$ cat src/rtl/ebm_pkg.sv
`timescale 1ns/1ps
package ebm_pkg;

   typedef enum logic [2:0] {
      ST_IDLE = 3'd0,
      ST_REQ  = 3'd1,
      ST_ADDR = 3'd2,
      ST_STRB = 3'd3,
      ST_END  = 3'd4,
      ST_REL  = 3'd5
   } ebm_state_e;

   // Ownership request is held from request through end of access
   function automatic logic owns_bus(ebm_state_e s);
      return (s == ST_REQ) || (s == ST_ADDR) || (s == ST_STRB) || (s == ST_END);
   endfunction

   // Address lines and latch are active in these states
   function automatic logic addr_phase(ebm_state_e s);
      return (s == ST_ADDR) || (s == ST_STRB);
   endfunction

endpackage

$ cat src/rtl/ebm_seq.sv
`timescale 1ns/1ps
module ebm_seq
   import ebm_pkg::*;
#(
   parameter int STROBE_CYC = 3,
   parameter bit GNT_TIED   = 1'b0
) (
   input  logic       clk,
   input  logic       rst_n,
   input  logic       req_valid,
   input  logic       gnt,
   output ebm_state_e state,
   output logic       accept,
   output logic       last_strb,
   output logic       req_ready
);

   localparam int CW = (STROBE_CYC > 1) ? $clog2(STROBE_CYC) : 1;
   localparam logic [CW-1:0] CNT_LOAD = CW'(STROBE_CYC - 1);

   logic [CW-1:0] cnt;
   ebm_state_e    nxt;
   logic          bus_free;
   logic          release_ok;

   if (STROBE_CYC < 1) begin : g_bad_strobe
      $error("ebm_seq: STROBE_CYC must be at least 1");
   end

   // Variant: arbiter present, or grant tied high with no arbiter
   if (GNT_TIED) begin : g_tied
      assign bus_free   = 1'b1;
      assign release_ok = 1'b1;
   end else begin : g_arb
      assign bus_free   = ~gnt;
      assign release_ok = ~gnt;

      AST_NO_START_WHILE_GRANTED: assert property (@(posedge clk) disable iff (!rst_n)
         (state == ST_IDLE && gnt) |=> (state == ST_IDLE));
   end

   assign req_ready = (state == ST_IDLE) && bus_free;
   assign accept    = req_ready && req_valid;
   assign last_strb = (state == ST_STRB) && (cnt == '0);

   always_comb begin
      nxt = state;
      unique case (state)
         ST_IDLE: if (accept)     nxt = ST_REQ;
         ST_REQ:  if (gnt)        nxt = ST_ADDR;
         ST_ADDR:                 nxt = ST_STRB;
         ST_STRB: if (cnt == '0)  nxt = ST_END;
         ST_END:                  nxt = ST_REL;
         ST_REL:  if (release_ok) nxt = ST_IDLE;
         default:                 nxt = ST_IDLE;
      endcase
   end

   always_ff @(posedge clk or negedge rst_n) begin
      if (!rst_n) begin
         state <= ST_IDLE;
      end else begin
         state <= nxt;
      end
   end

   always_ff @(posedge clk or negedge rst_n) begin
      if (!rst_n) begin
         cnt <= '0;
      end else if (state == ST_ADDR) begin
         cnt <= CNT_LOAD;
      end else if (state == ST_STRB && cnt != '0) begin
         cnt <= cnt - 1'b1;
      end
   end

   AST_GRANT_BEFORE_ADDR: assert property (@(posedge clk) disable iff (!rst_n)
      (state == ST_REQ && !gnt) |=> (state == ST_REQ));

endmodule

$ cat src/rtl/ebm_regs.sv
`timescale 1ns/1ps
module ebm_regs #(
   parameter int AW = 16,
   parameter int DW = 8
) (
   input  logic          clk,
   input  logic          rst_n,
   input  logic          accept,
   input  logic          req_write,
   input  logic [AW-1:0] req_addr,
   input  logic [DW-1:0] req_wdata,
   input  logic          last_strb,
   input  logic [DW-1:0] din,
   output logic [AW-1:0] addr_q,
   output logic [DW-1:0] wdata_q,
   output logic          write_q,
   output logic [DW-1:0] rd_data
);

   logic capture;

   // Read byte is taken on the final strobe edge only
   assign capture = last_strb && !write_q;

   always_ff @(posedge clk or negedge rst_n) begin
      if (!rst_n) begin
         addr_q  <= '0;
         wdata_q <= '0;
         write_q <= 1'b0;
      end else if (accept) begin
         addr_q  <= req_addr;
         wdata_q <= req_wdata;
         write_q <= req_write;
      end
   end

   always_ff @(posedge clk or negedge rst_n) begin
      if (!rst_n) begin
         rd_data <= '0;
      end else if (capture) begin
         rd_data <= din;
      end
   end

   AST_WRITE_KEEPS_RDATA: assert property (@(posedge clk) disable iff (!rst_n)
      (last_strb && write_q) |=> $stable(rd_data));

endmodule

$ cat src/rtl/ebm_pads.sv
`timescale 1ns/1ps
module ebm_pads
   import ebm_pkg::*;
#(
   parameter int AW = 16,
   parameter int DW = 8
) (
   input  ebm_state_e    state,
   input  logic          gnt,
   input  logic          write_q,
   input  logic [AW-1:0] addr_q,
   input  logic [DW-1:0] wdata_q,
   output logic          own_req,
   output logic          alat_n,
   output logic          rstb_n,
   output logic          wstb_n,
   output logic [AW-1:0] addr,
   output logic [DW-1:0] dout,
   output logic          doe
);

   logic drive;
   logic strobe;

   // Nothing reaches the bus pins unless ownership is granted
   assign drive   = gnt && addr_phase(state);
   assign strobe  = drive && (state == ST_STRB);

   assign own_req = owns_bus(state);
   assign alat_n  = ~drive;
   assign rstb_n  = ~(strobe && !write_q);
   assign wstb_n  = ~(strobe && write_q);
   assign doe     = drive && write_q;
   assign addr    = drive ? addr_q : '0;
   assign dout    = doe ? wdata_q : '0;

endmodule

$ cat src/rtl/xbus_master.sv
`timescale 1ns/1ps
module xbus_master
   import ebm_pkg::*;
#(
   parameter int AW         = 16,
   parameter int DW         = 8,
   parameter int STROBE_CYC = 3,
   parameter bit GNT_TIED   = 1'b0
) (
   input  logic          clk,
   input  logic          rst_n,
   input  logic          req_valid,
   input  logic          req_write,
   input  logic [AW-1:0] req_addr,
   input  logic [DW-1:0] req_wdata,
   output logic          req_ready,
   output logic          done,
   output logic [DW-1:0] rd_data,
   output logic          eb_own_req,
   input  logic          eb_own_gnt,
   output logic          eb_alat_n,
   output logic          eb_rstb_n,
   output logic          eb_wstb_n,
   output logic [AW-1:0] eb_addr,
   output logic [DW-1:0] eb_dout,
   output logic          eb_doe,
   input  logic [DW-1:0] eb_din
);

   if (AW < 1 || DW < 1) begin : g_bad_width
      $error("xbus_master: AW and DW must be positive");
   end

   ebm_state_e    state;
   logic          accept;
   logic          last_strb;
   logic [AW-1:0] addr_q;
   logic [DW-1:0] wdata_q;
   logic          write_q;

   ebm_seq #(
      .STROBE_CYC (STROBE_CYC),
      .GNT_TIED   (GNT_TIED)
   ) u_seq (
      .clk        (clk),
      .rst_n      (rst_n),
      .req_valid  (req_valid),
      .gnt        (eb_own_gnt),
      .state      (state),
      .accept     (accept),
      .last_strb  (last_strb),
      .req_ready  (req_ready)
   );

   ebm_regs #(
      .AW (AW),
      .DW (DW)
   ) u_regs (
      .clk        (clk),
      .rst_n      (rst_n),
      .accept     (accept),
      .req_write  (req_write),
      .req_addr   (req_addr),
      .req_wdata  (req_wdata),
      .last_strb  (last_strb),
      .din        (eb_din),
      .addr_q     (addr_q),
      .wdata_q    (wdata_q),
      .write_q    (write_q),
      .rd_data    (rd_data)
   );

   ebm_pads #(
      .AW (AW),
      .DW (DW)
   ) u_pads (
      .state      (state),
      .gnt        (eb_own_gnt),
      .write_q    (write_q),
      .addr_q     (addr_q),
      .wdata_q    (wdata_q),
      .own_req    (eb_own_req),
      .alat_n     (eb_alat_n),
      .rstb_n     (eb_rstb_n),
      .wstb_n     (eb_wstb_n),
      .addr       (eb_addr),
      .dout       (eb_dout),
      .doe        (eb_doe)
   );

   assign done = (state == ST_END);

   AST_STROBE_EXCLUSIVE: assert property (@(posedge clk) disable iff (!rst_n)
      !(!eb_rstb_n && !eb_wstb_n));

   AST_STROBE_UNDER_LATCH: assert property (@(posedge clk) disable iff (!rst_n)
      (!eb_rstb_n || !eb_wstb_n) |-> !eb_alat_n);

   AST_LATCH_NEEDS_GRANT: assert property (@(posedge clk) disable iff (!rst_n)
      !eb_alat_n |-> (eb_own_gnt && eb_own_req));

   AST_DONE_SINGLE: assert property (@(posedge clk) disable iff (!rst_n)
      done |=> !done);

   AST_LATCH_RISE_AT_END: assert property (@(posedge clk) disable iff (!rst_n)
      ($rose(eb_alat_n) && eb_own_gnt) |-> done);

   AST_REQ_DROP_AFTER_DONE: assert property (@(posedge clk) disable iff (!rst_n)
      $fell(eb_own_req) |-> $past(done));

endmodule

$ cat config.mk
export PLATFORM = sky130hd
export DESIGN_NAME = xbus_master
export DESIGN_NICKNAME = d
export VERILOG_FILES = /design/src/rtl/ebm_pkg.sv /design/src/rtl/ebm_seq.sv /design/src/rtl/ebm_regs.sv /design/src/rtl/ebm_pads.sv /design/src/rtl/xbus_master.sv
export SDC_FILE = /design/constraint.sdc
export NUM_CORES = 1
export LEC_CHECK = 0
export CAP_MARGIN = 20
export CORE_UTILIZATION = 46
export CTS_CLUSTER_DIAMETER = 120
export DETAILED_ROUTE_END_ITERATION = 8
export PLACE_DENSITY = 0.85
export SYNTH_ARGS = -nofsm -noshare
export SYNTH_HDL_FRONTEND = slang
export SYNTH_SLANG_ARGS = --single-unit
$ cat constraint.sdc
create_clock -name clk -period 2.5 [get_ports clk]
set_input_delay 0.5 -clock clk [delete_from_list [all_inputs] [get_ports clk]]
set_output_delay 0.5 -clock clk [all_outputs]
set_load 0.005 [all_outputs]
==> metrics.txt <==
post-synthesis cell count=137; worst-margin pin slew=821 ps; total number of vias=1,324; synth unique cells=29; cell family with most CP delay=buffers and inverters; multi-input logic area=821 um^2; Worst R2R Path Depth=3; post-synth top area cell=dfrtp_1; Initial Utilization=0.493; crit path launch type=input pin; leakage power=0.00129 uW; Worst Hold Margin=299 ps; most frequent cells after synthesis=38 x dfrtp_1, 20 x mux2_4, 17 x and3_1, 13 x mux2_2, 10 x and2_1; global route total overflow=0; Seq/Total Area, Yosys=0.515; max-slew violation count=0; final hold viol count=0; post-route ant nets=0; final worst-path cycle share=0.971; FP Rows=22; Routed WL=4110 um; Cell Chain, Critical Path=clkdlybuf4s50_1 > buf_6 > and3_1 > clkdlybuf4s50_1; asr flop ratio synth=1.00; Crit path largest cell delay=520 ps; vias in the first global route=1,405; kind of critical path=in -> out; I/O Buffers=75; met3 routed WL=246 um; Worst-Skew Late Latency=290 ps; R2R Path End=u_regs.rd_data[6]; GP Congestion=0.762; TritonCTS clock tree=built; I/O pins=76; Syn-to-layout area delta=50.2%; Die H=65.3 um; RR Startpoint=u_seq.state[0]; DR WL/cell=15.6 um; status=completed; Max Root-Sink Buffers=2; Main synth FF type=dfrtp_1; CTS buffer count=5; r2r setup slk=700 ps; DPL Wire Length=3000 um; hold crit path type=in -> async; Detail Route met2 WL=2170 um; die area=4270 um^2; Setup Fix Bufs, Post-CTS=0; placed inst area=2620 um^2; Core Box Area=3740 um^2; Period minus WS final=2430 ps; global-route wire length before repair=6790 um; largest net degree at the start of global routing=39; Slew headroom=0.453; Worst-path clk slew=80 ps; Synth top area share=0.515; cell with the most instances after synthesis=dfrtp_1; MaxCap Viol Count=0; top cells by area, synth=dfrtp_1 52%, mux2_4 16%, mux2_2 7.9%; number of setup violations in the final report=0; max layer used=met4; Sink Count=38; final clock skew=9.22 ps; WP buf/inv=3; fmax=412 MHz; nets=252; FILL cells=254; number of flops mapped to enable cells by yosys=0; first drt pass iteration count=4; register area=951 um^2; Yosys warning count=0; gr usage total=0.218; Crit path top cell by count=clkdlybuf4s50_1; Die Width=65.3 um; flops & latches, synth=38; crit path max-delay cell type=clkdlybuf4s50_1; Antenna Cells=0; DRC=0; Max VDD drop=0.623 mV; cell area power density=1100 nW/um^2; share of cells above drive strength 1=0.247; H-tree depth=2; CTS root buffer=clkbuf_8; Finished Cell Area=2770 um^2; drt via density=5.03; DR iter-0 viols=62; Mapped Area=1850 um^2; RSZ-0062 raised after global routing=no; Syn Nets=175; syn_area_per_cell=13.5 um^2; critical path arrival=1930 ps; crit-path max FO=21; CP Capture Type=primary output; DRT met1 WL=1630 um; CP required=2000 ps; initial antenna violation count=0; cts-stage hold buffer count=0
[area by class of cell]
type | count | share of cell area
clock buffer | 6 | 0.0298
clock inverter | 2 | 0.0217
inverter | 3 | 0.00406
multi-input combinational | 86 | 0.296
sequential | 38 | 0.343
tap | 48 | 0.0217
timing repair buffer | 80 | 0.284
[layout by cell type (no fill, tap or decap), types with 3 or more instances in the layout]
master / Yosys / final
clkbuf_8: 0 / 6
a21oi_1: 3 / 3
buf_4: 2 / 4
dfrtp_1: 38 / 38
and3_1: 17 / 16
nand2_1: 3 / 3
and2_1: 10 / 10
inv_1: 3 / 3
clkdlybuf4s50_1: 0 / 74
mux2_2: 13 / 13
mux2_4: 20 / 20
[worst reg2reg max path, cell delays in order, from the launching register on]
cell     delay (ps)
dfrtp_1         560
nand2_1         220
nor3_2          500
mux2_2          410
[per-layer routing]
layer / track usage / vias to the layer above
met4: 0.0734 / 0
li1: - / 623
met5: 0 / -
met3: 0.0816 / 7
met2: 0.362 / 44
met1: 0.257 / 650
[sequential cells by signal, summed over array words and instances (netlist names)]
signal          count
u_regs.write_q      1
u_seq.cnt           2
u_regs.wdata_q      8
u_seq.state         3
u_regs.addr_q      16
u_regs.rd_data      8
[kinds of logic after synthesis]
logic type | share of synthesized area
compound gates | 0.0285
simple gates | 0.160
xor+xnor | 0.00475
buf+inv | 0.0427
mux | 0.242
flops | 0.515
fa+ha+maj | 0.00678
[through the flow]
step	total power, uW	worst slack (ps)	utilization	setup TNS [ps]	cells
2_1_floorplan	1820	798	-	0	137
3_3_place_gp	2340	52.3	0.700	0	255
3_5_place_dp	2410	-19.5	0.700	-41.6	255
4_1_cts	3060	28.7	0.739	0	263
5_1_grt	3230	7.69	0.741	0	263
6_report	3040	73.2	0.741	0	263
[how the worst max path moves through the flow]
stage	startpoint	end	slack, ps	depth (start not counted)
after floorplan	u_seq.state[1]	eb_addr[0]	800	5
after global placement	eb_own_gnt	eb_dout[4]	50	4
after detailed placement	eb_own_gnt	eb_dout[3]	-20	4
after CTS	eb_own_gnt	eb_addr[14]	30	4
after global routing	eb_own_gnt	eb_addr[14]	8	4
final	eb_own_gnt	eb_addr[14]	70	4
[what timing repair did]
| item | in CTS | in global routing |
|---|---|---|
| endpoints found under the hold margin | 0 | 0 |
| resized for setup | 1 | 2 |
| endpoints found under the setup margin | 3 | 3 |
[report_power, final]
part	internal (uW)	switching, uW
Clock	425	211
Sequential	917	196
Combinational	860	435
Note: power is estimated with default switching activity, not from simulation.
